==> src/rtl/dma_engine_pkg.sv <==
package dma_engine_pkg;

  typedef enum logic [1:0] {
    ST_IDLE  = 2'd0,
    ST_ASK   = 2'd1,
    ST_MOVE  = 2'd2,
    ST_YIELD = 2'd3
  } dma_state_e;

  localparam logic [1:0] SEL_ADDR  = 2'd0;
  localparam logic [1:0] SEL_COUNT = 2'd1;
  localparam logic [1:0] SEL_CTRL  = 2'd2;

  localparam int CTRL_START = 0;
  localparam int CTRL_DIR   = 1;
  localparam int CTRL_STEAL = 2;
  localparam int CTRL_DONE  = 3;

endpackage

==> src/rtl/dma_regs.sv <==
module dma_regs
  import dma_engine_pkg::*;
#(
  parameter int AW = 16,
  parameter int DW = 16,
  parameter int CW = 16
) (
  input  logic          clk,
  input  logic          rst_n,
  input  logic          cs,
  input  logic          wr,
  input  logic          rd,
  input  logic [1:0]    sel,
  input  logic [DW-1:0] wdata,
  input  logic          bus_grant,
  input  logic          idle,
  input  logic          step,
  input  logic          fin,
  output logic [DW-1:0] rdata,
  output logic [AW-1:0] addr_q,
  output logic [CW-1:0] cnt_q,
  output logic          dir_q,
  output logic          steal_q,
  output logic          done_q,
  output logic          go
);

  logic          acc_wr;
  logic          acc_rd;
  logic          start_wr;
  logic          addr_en;
  logic          cnt_en;
  logic          ctl_en;
  logic          done_en;
  logic [AW-1:0] addr_d;
  logic [CW-1:0] cnt_d;
  logic          done_d;

  assign acc_wr   = cs && wr && !bus_grant;
  assign acc_rd   = cs && rd && !bus_grant;
  assign start_wr = acc_wr && (sel == SEL_CTRL) && wdata[CTRL_START] && idle;
  assign go       = start_wr && (cnt_q != '0);

  // next-state and enables
  always_comb begin
    addr_en = step || (acc_wr && sel == SEL_ADDR);
    cnt_en  = step || (acc_wr && sel == SEL_COUNT);
    ctl_en  = acc_wr && (sel == SEL_CTRL) && idle;
    done_en = start_wr || fin;
    addr_d  = step ? addr_q + AW'(1) : wdata[AW-1:0];
    cnt_d   = step ? cnt_q - CW'(1)  : wdata[CW-1:0];
    done_d  = start_wr ? (cnt_q == '0) : 1'b1;
  end

  always_ff @(posedge clk or negedge rst_n) begin
    if (!rst_n) begin
      addr_q  <= '0;
      cnt_q   <= '0;
      dir_q   <= 1'b0;
      steal_q <= 1'b0;
      done_q  <= 1'b0;
    end else begin
      if (addr_en) addr_q <= addr_d;
      if (cnt_en)  cnt_q  <= cnt_d;
      if (ctl_en) begin
        dir_q   <= wdata[CTRL_DIR];
        steal_q <= wdata[CTRL_STEAL];
      end
      if (done_en) done_q <= done_d;
    end
  end

  // read mux
  always_comb begin
    rdata = '0;
    if (acc_rd) begin
      case (sel)
        SEL_ADDR:  rdata = DW'(addr_q);
        SEL_COUNT: rdata = DW'(cnt_q);
        SEL_CTRL: begin
          rdata[CTRL_DIR]   = dir_q;
          rdata[CTRL_STEAL] = steal_q;
          rdata[CTRL_DONE]  = done_q;
        end
        default:   rdata = '0;
      endcase
    end
  end

endmodule

==> src/rtl/dma_seq.sv <==
module dma_seq
  import dma_engine_pkg::*;
(
  input  logic clk,
  input  logic rst_n,
  input  logic go,
  input  logic bus_grant,
  input  logic periph_req,
  input  logic steal,
  input  logic last,
  input  logic cnt_zero,
  output logic bus_req,
  output logic word,
  output logic fin,
  output logic idle
);

  dma_state_e state_q;
  dma_state_e state_d;

  always_comb begin
    word    = (state_q == ST_MOVE) && bus_grant && periph_req;
    fin     = word && last;
    bus_req = (state_q == ST_ASK) || (state_q == ST_MOVE);
    idle    = (state_q == ST_IDLE);
  end

  always_comb begin
    state_d = state_q;
    case (state_q)
      ST_IDLE:  if (go) state_d = ST_ASK;
      ST_ASK:   if (bus_grant) state_d = ST_MOVE;
      ST_MOVE:  if (word && (last || steal)) state_d = ST_YIELD;
      ST_YIELD: if (!bus_grant) state_d = cnt_zero ? ST_IDLE : ST_ASK;
      default:  state_d = ST_IDLE;
    endcase
  end

  always_ff @(posedge clk or negedge rst_n) begin
    if (!rst_n) state_q <= ST_IDLE;
    else        state_q <= state_d;
  end

endmodule

==> src/rtl/dma_engine.sv <==
module dma_engine
  import dma_engine_pkg::*;
#(
  parameter int AW = 16,
  parameter int DW = 16,
  parameter int CW = 16
) (
  input  logic          clk,
  input  logic          rst_n,
  input  logic          cs,
  input  logic          wr,
  input  logic          rd,
  input  logic [1:0]    sel,
  input  logic [DW-1:0] wdata,
  output logic [DW-1:0] rdata,
  output logic          bus_req,
  input  logic          bus_grant,
  output logic [AW-1:0] mem_addr,
  output logic          mem_re,
  output logic          mem_we,
  input  logic [DW-1:0] mem_rdata,
  output logic [DW-1:0] mem_wdata,
  input  logic          periph_req,
  output logic          periph_ack,
  input  logic [DW-1:0] per_din,
  output logic [DW-1:0] per_dout,
  output logic          done
);

  logic [AW-1:0] addr_q;
  logic [CW-1:0] cnt_q;
  logic          dir_q;
  logic          steal_q;
  logic          go;
  logic          word;
  logic          fin;
  logic          idle;

  dma_regs #(.AW(AW), .DW(DW), .CW(CW)) u_regs (
    .clk       (clk),
    .rst_n     (rst_n),
    .cs        (cs),
    .wr        (wr),
    .rd        (rd),
    .sel       (sel),
    .wdata     (wdata),
    .bus_grant (bus_grant),
    .idle      (idle),
    .step      (word),
    .fin       (fin),
    .rdata     (rdata),
    .addr_q    (addr_q),
    .cnt_q     (cnt_q),
    .dir_q     (dir_q),
    .steal_q   (steal_q),
    .done_q    (done),
    .go        (go)
  );

  dma_seq u_seq (
    .clk        (clk),
    .rst_n      (rst_n),
    .go         (go),
    .bus_grant  (bus_grant),
    .periph_req (periph_req),
    .steal      (steal_q),
    .last       (cnt_q == CW'(1)),
    .cnt_zero   (cnt_q == '0),
    .bus_req    (bus_req),
    .word       (word),
    .fin        (fin),
    .idle       (idle)
  );

  // memory side driven only during a granted word move
  always_comb begin
    mem_addr   = word ? addr_q : '0;
    mem_re     = word && !dir_q;
    mem_we     = word && dir_q;
    mem_wdata  = (word && dir_q)  ? per_din   : '0;
    per_dout   = (word && !dir_q) ? mem_rdata : '0;
    periph_ack = word;
  end

endmodule

==> config.mk <==
export PLATFORM = sky130hd
export DESIGN_NAME = dma_engine
export DESIGN_NICKNAME = d
export VERILOG_FILES = /design/src/rtl/dma_engine_pkg.sv /design/src/rtl/dma_regs.sv /design/src/rtl/dma_seq.sv /design/src/rtl/dma_engine.sv
export SDC_FILE = /design/constraint.sdc
export NUM_CORES = 1
export LEC_CHECK = 0
export BUFFER_PORTS_ARGS = -buffer_cell sky130_fd_sc_hd__buf_2
export CORE_MARGIN = 2
export CORE_UTILIZATION = 44
export CTS_CLUSTER_DIAMETER = 150
export DETAILED_ROUTE_END_ITERATION = 16
export GPL_TIMING_DRIVEN = 0
export PLACE_DENSITY = 0.78
export SYNTH_ARGS = -nofsm -noshare
export SYNTH_HDL_FRONTEND = slang
export SYNTH_HIERARCHICAL = 1
export SYNTH_SLANG_ARGS = --single-unit
==> constraint.sdc <==
create_clock -name clk -period 2.1 [get_ports clk]
set_input_delay 0.315 -clock clk [delete_from_list [all_inputs] [get_ports clk]]
set_output_delay 0.315 -clock clk [all_outputs]
set_load 0.02 [all_outputs]
==> metrics.txt <==
routed vias=3,594; Nets=572; Max-Slew Margin vs Limit=0.414; Setup-failing EPs final=1; Layout area overhead=41.1%; Boundary Pins=126; Worst Path Arrival=2.32 ns; #FFs+latches synth=37; FF-to-FF End=u_seq/state_q[1]; Area after DPL=3710 µm²; Synth top area share=0.311; initial antenna violation count=0; number of port buffers=around 120; count of flip-flops with a built-in enable after synthesis=0; worst reg2reg startpoint=u_regs/cnt_q[10]; worst min path class=in -> async; # diodes=0; ys flop type=dfrtp_1; Pwr Total=4.12 mW; first-pass GRT wire length=16,700 µm; die span in y=between 80 and 90 µm; CP Launch Type=flip-flop; commonest non-fill, non-tap cells in the layout=buf_2 (116), nor2_1 (37), dfrtp_1 (27); Synth cell types=59; clk sinks=37; Crit. End Element=flip-flop; Layout Cells excl Fill=just under 600; Async S/R FF share, synth=1.00; Worst-path clk slew=0.07 ns; Synth Instances=354; Detailed Route Iter0 Violations=between 500 and 600; Syn Area/Cell=8.41 µm²; Layout Skew=0.00303 ns; global route total overflow=0; HPWL after DPL=7570 µm; drt via density=6.13; largest net degree at the start of global routing=38; die width=86.3 µm; hold slack final=0.145 ns; DP Cell Count=approximately 560; WL per Instance=18.6 µm; clock buffer count from CTS=5; Max Slew Vio Count=0; Synth area leaders=dfrtp_1 (31%), mux2i_1 (7.4%), and2_1 (7.1%); reg2reg setup slack=-0.01 ns; CP Max Fanout=5; layout cells sized above 1=0.444; Seq/Total Area, Yosys=0.311; maxcap violations=0; RSZ-0062 raised after global routing=true; Crit Path Category=reg -> reg; core area=6460 µm²; starting density of the core=0.461; FP Rows=29; Overall Global Routing Usage=0.284; Routed Antenna Nets=0; setup slack after layout=-0.0108 ns; vias in the first global route=3,228; Worst VDD drop=0.610 mV; R2R depth=7; post-synth top area cell=dfrtp_1; commonest non-fill, non-tap cell in the layout=buf_2; Synth warnings=6; Root Buffer=clkbuf_8; final hold violations=0; fmax=474 MHz; Worst-Skew Late Latency=0.29 ns; DRC errors left=0; die area=7440 µm²; DR pass1 iterations=5; CP startpoint=u_regs/cnt_q[10]; clk buf depth=2; status=complete, but fails checks; TritonCTS clock tree=built; syn nets=418; CTS H-Tree Depth=2; fin crit period=2.11 ns; final WL=10,900 µm; static leakage=2.10 nW; design area=4200 µm²; CP required=2.31 ns; final core utilization=0.650; PD cells=981 nW/µm²; period utilisation layout=1.01; Mapped Area=2980 µm²; worst-margin pin slew=0.879 ns; GP Congestion=0.890; failing checks=negative setup slack
-- routing by layer --
metal | up-vias | track usage | part of all wire | wire length (µm)
li1 | 1630 | - | - | -
met5 | - | 0 | 0 | 0
met2 | 225 | 0.471 | 0.50 | 5410
met4 | 0 | 0.0795 | 0.023 | 246
met1 | 1698 | 0.373 | 0.38 | 4190
met3 | 41 | 0.0657 | 0.096 | 1050
-- worst max path at each step --
stage                        to  slack [ns]
4_1_cts            per_dout[10]       -0.03
6_report       u_seq/state_q[1]       -0.01
3_5_place_dp    u_regs/cnt_q[3]       -0.31
2_1_floorplan   u_regs/cnt_q[9]        0.03
5_1_grt        u_regs/cnt_q[10]       -0.08
3_3_place_gp    u_regs/cnt_q[3]       -0.26
-- report_power, final --
part	switching [mW]	internal, mW
clock	0.256	0.297
sequential	0.450	1.02
combinational	1.13	0.960
total	1.84	2.28
-- sequential cells by signal, indices dropped and copies added (netlist names) --
name / count
u_regs/addr_q: 16
u_regs/cnt_q: 16
u_regs/dir_q: 1
u_regs/done_q: 1
u_regs/steal_q: 1
u_seq/state_q: 2
-- metrics by stage --
| step | setup slack [ns] | setup TNS [ns] |
|---|---|---|
| 2_1_floorplan | 0.0296 | 0 |
| 3_3_place_gp | -0.259 | -1.58 |
| 4_1_cts | -0.0313 | -0.0313 |
| 5_1_grt | -0.0760 | -0.748 |
| 6_report | -0.0108 | -0.0108 |
| 3_5_place_dp | -0.312 | -2.52 |
-- logic make-up (layout without fill, tap and decap cells) --
family | after synthesis | in the layout | share of synthesized area
simple gates | 181 | 182 | 0.350
compound gates | 71 | 71 | 0.177
flops | 37 | 37 | 0.311
buf+inv | 31 | 185 | 0.0408
mux | 25 | 25 | 0.0866
fa+ha+maj | 7 | 7 | 0.0294
xor+xnor | 2 | 2 | 0.00588
-- critical path, cell delays in order, from the launching register on --
cell      delay (ns)
dfrtp_2         0.46
or4_4           0.52
nor4_4          0.30
o211ai_1        0.16
a221oi_4        0.31
buf_4           0.17
nand2_1         0.04
o21ai_1         0.07
-- synth_stat cells, drive strengths merged (2+ instances only) --
cell type  count
a21oi         18
a221oi         2
or4            8
nand2b         2
ha             7
mux2           3
mux2i         22
a31oi          3
or2            2
o21ai          8
nor4           6
nand2         19
clkbuf        10
buf            8
o221a          5
and3b          2
dfrtp         37
a211oi         9
nand4          5
nor2          38
nand3b         5
o31ai          3
inv           13
nor3          12
o211ai         4
a22oi          3
nor4b          2
a311oi         2
or4b           2
o311ai         2
a221o          2
and2          34
and3          22
o22ai          5
or3            3
nand3         15
-- cell type report --
cell class | count | area (µm²)
fillers | 528 | 2260
clock inverters | 1 | 5.00
inverters | 13 | 48.8
flip-flops and latches | 37 | 938
repair buffers | 150 | 898
multi-input cells | 287 | 2050
well taps | 77 | 96.3
clock buffers | 7 | 96.3
plain buffers | 14 | 70.1
-- timing repair --
item                       in CTS  in global routing
gates cloned                    2                  0
gates resized for setup        55                 19
setup buffers                  20                  5
setup endpoints to repair      70                 56
pin swaps                      17                  9
hold buffers                    0                  0
Power figures use the tool's default switching activity.
